--- config.mk ---
export PLATFORM = sky130hd
export DESIGN_NAME = cdc_cfg
export DESIGN_NICKNAME = d
export VERILOG_FILES = /design/src/rtl/cdc_cfg_pkg.sv /design/src/rtl/cdc_cfg_shift.sv /design/src/rtl/cdc_cfg_seq.sv /design/src/rtl/cdc_cfg_shadow.sv /design/src/rtl/cdc_cfg.sv
export SDC_FILE = /design/constraint.sdc
export NUM_CORES = 1
export LEC_CHECK = 0
export BUFFER_PORTS_ARGS = -buffer_cell sky130_fd_sc_hd__buf_4
export CAP_MARGIN = 25
export CELL_PAD_IN_SITES_DETAIL_PLACEMENT = 1
export CELL_PAD_IN_SITES_GLOBAL_PLACEMENT = 2
export CORE_ASPECT_RATIO = 0.75
export CORE_MARGIN = 2
export CORE_UTILIZATION = 30
export DETAILED_ROUTE_END_ITERATION = 6
export GPL_TIMING_DRIVEN = 0
export PLACE_DENSITY = 0.58
export SKIP_LAST_GASP = 1
export SLEW_MARGIN = 20
export SYNTH_ARGS = -nofsm -noshare
export SYNTH_HDL_FRONTEND = slang
export SYNTH_SLANG_ARGS = --single-unit
--- constraint.sdc ---
create_clock -name clk_i -period 8.2 [get_ports clk_i]
set_input_delay 1.64 -clock clk_i [delete_from_list [all_inputs] [get_ports clk_i]]
set_output_delay 1.64 -clock clk_i [all_outputs]
set_load 0.05 [all_outputs]
--- src/rtl/cdc_cfg_pkg.sv ---
package cdc_cfg_pkg;
  localparam int ADDR_W  = 7;
  localparam int DATA_W  = 9;
  localparam int FRAME_W = ADDR_W + DATA_W;
  localparam int TBL_LEN = 30;

  typedef logic [ADDR_W-1:0] reg_addr_t;
  typedef logic [DATA_W-1:0] reg_data_t;

  // packed: addr lands in frame bits 15:9
  typedef struct packed {
    reg_addr_t addr;
    reg_data_t data;
  } cmd_t;

  typedef enum logic [2:0] {SH_IDLE, SH_BITS, SH_CSUP, SH_TAIL, SH_FIN} shift_st_e;
  typedef enum logic [2:0] {PU_ENTER, PU_RSTLO, PU_CSHI, PU_REL, PU_TBL, PU_RUN} seq_st_e;

  function automatic cmd_t init_cmd(input int i);
    cmd_t c;
    c = '0;
    if (i < 6) begin
      case (i)
        0: c = '{addr: 7'h1b, data: 9'h044};
        1: c = '{addr: 7'h1c, data: 9'h00b};
        2: c = '{addr: 7'h1d, data: 9'h009};
        3: c = '{addr: 7'h18, data: 9'h000};
        4: c = '{addr: 7'h16, data: 9'h122};
        default: c = '{addr: 7'h17, data: 9'h022};
      endcase
    end else if (i < 14) begin
      c.addr = reg_addr_t'(i - 6);
      c.data = 9'h000;
    end else if (i == 14) begin
      c = '{addr: 7'h08, data: 9'h100};
    end else if (i < 23) begin
      c.addr = reg_addr_t'(i - 15 + 9);
      c.data = 9'h0ff;
    end else if (i == 23) begin
      c = '{addr: 7'h11, data: 9'h1ff};
    end else begin
      case (i)
        24: c = '{addr: 7'h12, data: 9'h000};
        25: c = '{addr: 7'h13, data: 9'h090};
        26: c = '{addr: 7'h14, data: 9'h000};
        27: c = '{addr: 7'h15, data: 9'h000};
        28: c = '{addr: 7'h19, data: 9'h000};
        default: c = '{addr: 7'h1a, data: 9'h000};
      endcase
    end
    return c;
  endfunction
endpackage

--- src/rtl/cdc_cfg_shift.sv ---
module cdc_cfg_shift
  import cdc_cfg_pkg::*;
#(
  parameter int SETTLE_CYC = 250
) (
  input  logic       clk_i,
  input  logic       rst_ni,
  input  logic       start_i,
  input  cmd_t       cmd_i,
  output logic       busy_o,
  output logic       done_o,
  output logic       cs_no,
  output logic       sclk_o,
  output logic       sdo_o
);
  localparam int TW = (SETTLE_CYC > 1) ? $clog2(SETTLE_CYC) : 1;
  localparam int BW = $clog2(FRAME_W);
  localparam logic [TW-1:0] RELOAD = TW'(SETTLE_CYC - 1);

  shift_st_e          st_q;
  logic [TW-1:0]      tmr_q;
  logic [FRAME_W-1:0] sh_q;
  logic [BW-1:0]      bit_q;
  logic [1:0]         sub_q;
  logic               tick;

  assign tick   = (tmr_q == '0);
  assign busy_o = (st_q != SH_IDLE);
  assign done_o = (st_q == SH_FIN) && tick;

  always_ff @(posedge clk_i or negedge rst_ni) begin
    if (!rst_ni) begin
      st_q   <= SH_IDLE;
      tmr_q  <= '0;
      sh_q   <= '0;
      bit_q  <= '0;
      sub_q  <= '0;
      cs_no  <= 1'b1;
      sclk_o <= 1'b0;
      sdo_o  <= 1'b0;
    end else if (st_q == SH_IDLE) begin
      if (start_i) begin
        cs_no <= 1'b0;
        sh_q  <= cmd_i;
        bit_q <= '0;
        sub_q <= '0;
        tmr_q <= RELOAD;
        st_q  <= SH_BITS;
      end
    end else if (!tick) begin
      tmr_q <= tmr_q - 1'b1;
    end else begin
      tmr_q <= RELOAD;
      case (st_q)
        SH_BITS: begin
          case (sub_q)
            2'd0: begin
              sclk_o <= 1'b0;
              sub_q  <= 2'd1;
            end
            2'd1: begin
              sdo_o <= sh_q[FRAME_W-1];
              sh_q  <= {sh_q[FRAME_W-2:0], 1'b0};
              sub_q <= 2'd2;
            end
            default: begin
              sclk_o <= 1'b1;
              sub_q  <= 2'd0;
              if (bit_q == BW'(FRAME_W - 1)) st_q <= SH_CSUP;
              else bit_q <= bit_q + 1'b1;
            end
          endcase
        end
        SH_CSUP: begin
          sclk_o <= 1'b0;
          cs_no  <= 1'b1;
          st_q   <= SH_TAIL;
        end
        SH_TAIL: begin
          sclk_o <= 1'b1;
          st_q   <= SH_FIN;
        end
        default: st_q <= SH_IDLE;
      endcase
    end
  end
endmodule

--- src/rtl/cdc_cfg_seq.sv ---
module cdc_cfg_seq
  import cdc_cfg_pkg::*;
#(
  parameter int SETTLE_CYC = 250
) (
  input  logic clk_i,
  input  logic rst_ni,
  input  logic ser_busy_i,
  input  logic ser_done_i,
  output logic tbl_start_o,
  output cmd_t tbl_cmd_o,
  output logic init_done_o,
  output logic codec_rst_no
);
  localparam int TW = (SETTLE_CYC > 1) ? $clog2(SETTLE_CYC) : 1;
  localparam int IW = $clog2(TBL_LEN);
  localparam logic [TW-1:0] RELOAD = TW'(SETTLE_CYC - 1);

  seq_st_e       st_q;
  logic [TW-1:0] tmr_q;
  logic [IW-1:0] idx_q;
  logic          tick;

  assign tick        = (tmr_q == '0);
  assign tbl_start_o = (st_q == PU_TBL) && !ser_busy_i;
  assign tbl_cmd_o   = init_cmd(int'(idx_q));

  always_ff @(posedge clk_i or negedge rst_ni) begin
    if (!rst_ni) begin
      st_q         <= PU_ENTER;
      tmr_q        <= '0;
      idx_q        <= '0;
      init_done_o  <= 1'b0;
      codec_rst_no <= 1'b1;
    end else begin
      case (st_q)
        PU_ENTER: begin
          codec_rst_no <= 1'b0;
          tmr_q        <= RELOAD;
          st_q         <= PU_RSTLO;
        end
        PU_RSTLO, PU_CSHI, PU_REL: begin
          if (!tick) tmr_q <= tmr_q - 1'b1;
          else begin
            tmr_q <= RELOAD;
            // chip select is already held high by the idle serializer
            if (st_q == PU_RSTLO) st_q <= PU_CSHI;
            else if (st_q == PU_CSHI) begin
              codec_rst_no <= 1'b1;
              st_q         <= PU_REL;
            end else st_q <= PU_TBL;
          end
        end
        PU_TBL: begin
          if (ser_done_i) begin
            if (idx_q == IW'(TBL_LEN - 1)) begin
              st_q        <= PU_RUN;
              init_done_o <= 1'b1;
            end else idx_q <= idx_q + 1'b1;
          end
        end
        default: ;
      endcase
    end
  end
endmodule

--- src/rtl/cdc_cfg_shadow.sv ---
module cdc_cfg_shadow
  import cdc_cfg_pkg::*;
#(
  parameter int DEPTH = 32
) (
  input  logic                     clk_i,
  input  logic                     rst_ni,
  input  logic                     we_i,
  input  cmd_t                     wcmd_i,
  input  logic [$clog2(DEPTH)-1:0] ridx_i,
  output reg_data_t                rdata_o
);
  reg_data_t mem_q [DEPTH];

  for (genvar g = 0; g < DEPTH; g++) begin : g_ent
    always_ff @(posedge clk_i or negedge rst_ni) begin
      if (!rst_ni) mem_q[g] <= '0;
      else if (we_i && (wcmd_i.addr == reg_addr_t'(g))) mem_q[g] <= wcmd_i.data;
    end
  end

  assign rdata_o = mem_q[ridx_i];
endmodule

--- src/rtl/cdc_cfg.sv ---
module cdc_cfg
  import cdc_cfg_pkg::*;
#(
  parameter int SETTLE_CYC   = 250,
  parameter int SHADOW_DEPTH = 32
) (
  input  logic                            clk_i,
  input  logic                            rst_ni,
  input  logic                            req_valid_i,
  output logic                            req_ready_o,
  input  logic [6:0]                      req_addr_i,
  input  logic [8:0]                      req_data_i,
  input  logic [$clog2(SHADOW_DEPTH)-1:0] rd_idx_i,
  output logic [8:0]                      rd_data_o,
  output logic                            init_done_o,
  output logic                            cs_no,
  output logic                            sclk_o,
  output logic                            sdo_o,
  output logic                            codec_rst_no
);
  logic ser_busy, ser_done, tbl_start, host_acc, ser_start;
  cmd_t tbl_cmd, ser_cmd;

  assign req_ready_o = init_done_o && !ser_busy;
  assign host_acc    = req_valid_i && req_ready_o;
  assign ser_start   = tbl_start || host_acc;
  assign ser_cmd     = tbl_start ? tbl_cmd : '{addr: req_addr_i, data: req_data_i};

  cdc_cfg_seq #(.SETTLE_CYC(SETTLE_CYC)) u_seq (
    .clk_i        (clk_i),
    .rst_ni       (rst_ni),
    .ser_busy_i   (ser_busy),
    .ser_done_i   (ser_done),
    .tbl_start_o  (tbl_start),
    .tbl_cmd_o    (tbl_cmd),
    .init_done_o  (init_done_o),
    .codec_rst_no (codec_rst_no)
  );

  cdc_cfg_shift #(.SETTLE_CYC(SETTLE_CYC)) u_shift (
    .clk_i   (clk_i),
    .rst_ni  (rst_ni),
    .start_i (ser_start),
    .cmd_i   (ser_cmd),
    .busy_o  (ser_busy),
    .done_o  (ser_done),
    .cs_no   (cs_no),
    .sclk_o  (sclk_o),
    .sdo_o   (sdo_o)
  );

  cdc_cfg_shadow #(.DEPTH(SHADOW_DEPTH)) u_shadow (
    .clk_i   (clk_i),
    .rst_ni  (rst_ni),
    .we_i    (ser_start),
    .wcmd_i  (ser_cmd),
    .ridx_i  (rd_idx_i),
    .rdata_o (rd_data_o)
  );
endmodule

==> results.py, run 1 <==
metrics = {
    "timing": {
        "worst_slew_pin_slew_ns": 1.05,
        "rsz0062_at_grt": "no",
        "final-hold-violation-count": 0,
        "post-route-period-util_pct": 74.8,
        "finalSetupViolations": 0,
        "finClkSkew_ns": 0.0125,
        "setup_ws_ns": 2.06,
        "post-route-min-period_ns": 6.14,
        "slew_viol_final": 0,
        "tns_ns": 0,
        "fmax_ghz": 0.163,
        "relSlewSlack_pct": 29.8,
    },
    "floorplan": {
        "dieArea_um2": 58100,
        "boundaryPins": 39,
        "initial_core_util_pct": 30.2,
        "dieWidth_um": 278,
        "die_h_um": 209,
        "num_rows": 75,
        "core-area_um2": 55700,
    },
    "synth": {
        "ys_seq_area_share_pct": 50.8,
        "synth_warnings": 0,
        "synth_fp_nets": 1242,
        "yosysUniqueCellTypes": 74,
        "synth_edf_count": 0,
        "syn_inst": 1208,
        "ys.flop_type": "dfrtp_1",
        "ys_ff_latch": 342,
        "avgSynthCellArea_um2": 14.0,
        "ys_async_sr_fraction_pct": 100,
        "syn-cell-area_um2": 16900,
    },
    "run": {
        "cap_viol_max_count": 0,
    },
    "global_routing": {
        "grt_pass1_vias": 11200,
        "grt_pass1_wl_um": 77000,
        "grt_overflow_total": 0,
        "grt_usage_pct": 17.9,
        "grt_max_degree": 90,
        "antenna_found_initial": 2,
    },
    "place": {
        "gp_congestion": 0.799,
        "place_ws_ns": 1.68,
        "dp.cells": 1979,
        "placed_area_um2": 18200,
        "dp_hpwl_um": 35900,
        "port_buffers": 33,
    },
    "clocking": {
        "max-clock-path-buffers": 3,
        "hold_buffers": 0,
        "cts_num_sinks": 342,
        "clock-root-buffer": "clkbuf_16",
        "ctsResizeCount": 0,
        "clkTransAtPathRegs_ns": 0.06,
        "cts_buffers": 40,
        "postCtsSetupBuffers": 0,
        "cts_tree": "done",
        "cts.htree.levels": 2,
        "insertion_delay_ns": 0.57,
    },
    "detailed_routing": {
        "vias_per_cell": 5.21,
        "ant_nets": 0,
        "first_iter_violations": 654,
        "wire_per_inst_um": 24.9,
        "drcViolationCount": 0,
        "firstDrtPassIters": 4,
        "wirelength_um": 51000,
        "vias": 10700,
    },
    "worst_setup_path": {
        "crit_slowest_cell": "mux4_2",
        "endpoint_kind": "output port",
        "critical-path-top-delay-family": "buffers and inverters",
        "path_class": "in -> out",
        "max_stage_delay_ns": 0.55,
        "worst-endpoint-arrival_ns": 4.50,
        "cp_max_fo": 9,
        "timing.critical_path.buf_inv": 4,
        "required_ns": 6.56,
        "start_kind": "primary input",
        "crit_chain": "clkbuf_1 -> buf_1 -> buf_6 -> mux4_2 -> mux4_2 -> mux2_2 -> buf_4",
        "cpMostUsedCell": "mux4_2",
    },
    "finish": {
        "final_cell_mix": "dfrtp_1, mux2_2, mux4_2, clkbuf_1, nand2_1",
        "final_common_cell": "dfrtp_1",
        "num-nets-final": 1327,
        "fillers": 5850,
        "layout.cells.non_filler": 2052,
        "area_delta_synth_final_pct": 15.6,
        "drive_above_1_share_pct": 41.4,
        "final_area_um2": 19500,
    },
    "pwr": {
        "ir_drop_mv": 0.122,
        "power.leakage_nw": 8.96,
        "pwr_density_cell_nw_per_um2": 190,
    },
    "hold_path": {
        "hold_class": "reg -> reg",
    },
    "status": {
        "status": "finished, final reports clean",
    },
}
==> final timing paths <==
| check | startpoint | endpoint | slack [ns] | depth (start not counted) |
|---|---|---|---|---|
| setup / recovery | rd_idx_i[0] | rd_data_o[1] | 2.06 | 7 |
| hold / removal | u_shift.sh_q[7] | u_shift.sh_q[7] | 0.48 | 2 |
| setup reg to reg | u_seq.idx_q[0] | u_shadow.mem_q[88] | 3.65 | 9 |
| hold reg to reg | u_shift.sh_q[7] | u_shift.sh_q[7] | 0.48 | 2 |
| max in group asynchronous | rst_ni | u_shadow.mem_q[235] | 5.71 | 4 |
| min in group asynchronous | rst_ni | u_shift.tmr_q[2] | 0.94 | 1 |
==> layer usage <==
metal / routed length (um) / GRT usage, % / up-vias
li1: - / - / 4690
met1: 26200 / 27.6 / 5778
met2: 21800 / 26.1 / 149
met4: 1120 / 4.66 / 0
met3: 1880 / 2.84 / 70
met5: 0 / 0 / -
==> flip-flops by register name (all words and copies together), names as in the netlist <==
name / count
u_shift.tmr_q: 8
u_shift.sub_q: 2
u_shadow.mem_q: 288
u_shift.sclk_o: 1
u_seq.idx_q: 5
u_seq.codec_rst_no: 1
u_seq.tmr_q: 8
u_seq.init_done_o: 1
u_shift.cs_no: 1
u_shift.bit_q: 4
u_shift.sh_q: 16
u_shift.st_q: 3
u_shift.sdo_o: 1
u_seq.st_q: 3
==> through the flow <==
step	utilization, %	hold slack, ns	power (mW)
after global routing	35.0	0.508	3.84
after floorplan	-	0.445	1.83
after global placement	32.3	0.461	1.93
after CTS	34.9	0.487	3.76
after detailed placement	32.6	0.473	1.94
final	35.0	0.479	3.69
==> cells in the mapped netlist, types with 5 or more instances <==
cell type  count  share of area, %
nand3_2       11              0.65
nor3_4        16               1.5
clkbuf_1      55               1.2
o21ai_0       38               1.1
buf_2         14              0.42
nor2_1        55               1.2
a21o_1         6              0.27
mux2_1         6              0.40
nand4_1        6              0.22
nor2b_1        6              0.22
xor2_1         5              0.26
mux2_2       295                20
a21oi_1       31              0.92
dfrtp_1      340                50
inv_1         14              0.31
mux4_2        90                12
nand2_1       57               1.3
nand3_1       14              0.42
buf_1         11              0.25
mux2i_1       15              0.89
nor3_1        16              0.48
nand2b_1       5              0.19
ha_1          10              0.74
==> cell type report <==
cell class,count,area [um^2],share of cell area (%)
sequential,342,8560,43.9
buffer,81,328,1.68
multi-input combinational,770,7920,40.6
antenna,1,2.50,0.0128
timing repair buffer,43,427,2.19
clock buffer,58,1120,5.74
clock inverter,11,160,0.822
tap,731,915,4.69
inverter,15,56.3,0.289
==> worst register-to-register path: stages, from the launching register on <==
cell and delay [ns]:
dfrtp_1 0.42, clkbuf_1 0.42, inv_1 0.13, ha_1 0.39, o211a_1 0.25, or4_1 0.57
a211oi_2 0.66, o21ai_1 0.53, nor3_4 0.65, mux2_2 0.42
==> logic make-up (layout without fill, tap and decap cells) <==
kind of cell             count (synthesis)  in the layout  share of synthesized area (%)
multiplexers                           406            406                           33.0
flip-flops                             342            342                           50.8
AND/OR/NAND/NOR                        215            215                           7.56
AO/OA/AOI/OAI                          130            130                           5.14
buffers and inverters                   96            208                           2.26
adder cells (fa/ha/maj)                 10             10                          0.742
XOR/XNOR                                 9              9                          0.468
other                                    0              1                              0
==> power by group <==
part           leakage (nW)  switching, mW  internal (mW)  total (mW)
Combinational          3.67          0.139         0.0624       0.201
Clock                 0.627          0.739           1.05        1.78
Sequential             4.66        0.00700           1.70        1.71
Total                  8.96          0.885           2.81        3.69
Power figures use the tool's default switching activity.
==> inputs of run 2 (changes only) <==
Settings changed: PLACE_DENSITY 0.58 to 0.6.
Clock period 8.2 ns to 5.05 ns, I/O delays scaled along.
==> results.py, run 2 (same netlist as run 1, synthesis figures left out) <==
metrics = {
    "floorplan": {
        "core-area_um2": 55700,
        "dieArea_um2": 58100,
        "dieWidth_um": 278,
        "die_h_um": 209,
        "boundaryPins": 39,
        "num_rows": 75,
        "initial_core_util_pct": 30.2,
    },
    "worst_setup_path": {
        "cp_max_fo": 10,
        "endpoint_kind": "output port",
        "path_class": "in -> out",
        "required_ns": 4.04,
        "rr_worst_depth": 9,
        "start_kind": "primary input",
        "worst-endpoint-arrival_ns": 3.91,
    },
    "finish": {
        "area_delta_synth_final_pct": 15.4,
        "num-nets-final": 1322,
        "final_common_cell": "dfrtp_1",
        "drive_above_1_share_pct": 41.7,
        "top_register": "u_shadow.mem_q",
        "largestRegisters": "u_shadow.mem_q: 288 flops, u_shift.sh_q: 16 flops",
        "largest_register_ffs": 288,
        "fillers": 5848,
        "final_cell_mix": "dfrtp_1, mux2_2, mux4_2, clkbuf_1, nand2_1",
        "fin_util_pct": 34.9,
    },
    "detailed_routing": {
        "vias_per_cell": 5.16,
        "drcViolationCount": 0,
        "vias": 10500,
        "wirelength_um": 50300,
        "firstDrtPassIters": 4,
        "first_iter_violations": 534,
        "ant_nets": 0,
        "wire_per_inst_um": 24.6,
    },
    "timing": {
        "post-route-min-period_ns": 4.92,
        "worst_slew_pin_slew_ns": 1.15,
        "rsz0062_at_grt": "no",
        "fmax_ghz": 0.203,
        "slew_viol_final": 0,
        "finalSetupViolations": 0,
        "tns_ns": 0,
        "relSlewSlack_pct": 23.4,
        "final-hold-violation-count": 0,
        "hold_slack_ns": 0.307,
        "post-route-period-util_pct": 97.4,
        "finClkSkew_ns": 0.0135,
    },
    "status": {
        "status": "finished, final reports clean",
    },
    "global_routing": {
        "grt_usage_pct": 17.7,
        "grt_pass1_wl_um": 76100,
        "grt_max_degree": 89,
        "grt_overflow_total": 0,
        "antenna_found_initial": 4,
        "grt_pass1_vias": 11300,
    },
    "clocking": {
        "clock-root-buffer": "clkbuf_16",
        "cts_num_sinks": 342,
        "cts_buffers": 40,
        "cts.htree.levels": 2,
        "insertion_delay_ns": 0.56,
        "max-clock-path-buffers": 3,
        "cts_tree": "done",
        "clkTransAtPathRegs_ns": 0.06,
        "hold_buffers": 0,
        "postCtsSetupBuffers": 0,
    },
    "run": {
        "cap_viol_max_count": 0,
    },
    "pwr": {
        "pwr_density_cell_nw_per_um2": 305,
        "ir_drop_mv": 0.176,
        "power.leakage_nw": 8.94,
    },
    "place": {
        "port_buffers": 33,
        "dp_hpwl_um": 35200,
        "gp_congestion": 0.825,
    },
    "hold_path": {
        "hold_class": "in -> async",
    },
}
## run 2: area by class of cell
cell class	count	area (um^2)	share of cell area, %
Multi-Input combinational cell	770	7920	40.7
Antenna cell	1	2.50	0.0129
Clock buffer	59	1160	5.98
Tap cell	731	915	4.70
Buffer	81	365	1.88
Sequential cell	342	8560	44.0
Inverter	15	56.3	0.290
Timing Repair Buffer	38	373	1.92
Clock inverter	9	88.8	0.457
## run 2: timing repair
| action | in CTS | in global routing |
|---|---|---|
| hold endpoints to repair | 0 | 0 |
| gates resized for setup | 11 | 0 |
| setup endpoints to repair | 9 | 0 |
## run 2: path summary, 6_finish.rpt
| check | startpoint | to | slack [ns] |
|---|---|---|---|
| setup / recovery | rd_idx_i[0] | rd_data_o[3] | 0.13 |
| hold / removal | rst_ni | u_shift.tmr_q[3] | 0.31 |
| setup reg to reg | u_seq.idx_q[0] | u_shadow.mem_q[122] | 0.36 |
| hold reg to reg | u_shift.sh_q[5] | u_shift.sh_q[5] | 0.48 |
| max in group asynchronous | rst_ni | u_shadow.mem_q[236] | 3.22 |
| min in group clk_i | u_shift.sh_q[5] | u_shift.sh_q[5] | 0.48 |
## run 2: per-layer routing
metal / wire [um] / vias up / global-route usage [%]
li1: - / 4692 / -
met1: 25800 / 5671 / 27.2
met2: 21700 / 129 / 26.0
met3: 1880 / 57 / 2.77
met4: 922 / 0 / 4.25
met5: 0 / - / 0
## run 2: power by group
group          switching, mW  internal [mW]
sequential            0.0110           2.76
combinational          0.222         0.0995
clock                   1.19           1.64
total                   1.42           4.50
## run 2: per-stage QoR
stage	worst slack [ns]	power, mW	instance area [um^2]	cells
after floorplan	0.786	2.97	16900	1208
after global placement	-0.535	3.14	18000	1972
after detailed placement	-0.174	3.15	18100	1976
after CTS	0.0881	6.03	19400	2044
after global routing	0.0211	6.15	19400	2045
final	0.133	5.92	19400	2046
## run 2: critical path, stage by stage
cell             delay [ns]
clkbuf_1               0.59
clkdlybuf4s15_2        0.61
mux4_2                 0.64
mux4_2                 0.55
mux2_2                 0.29
buf_4                  0.19
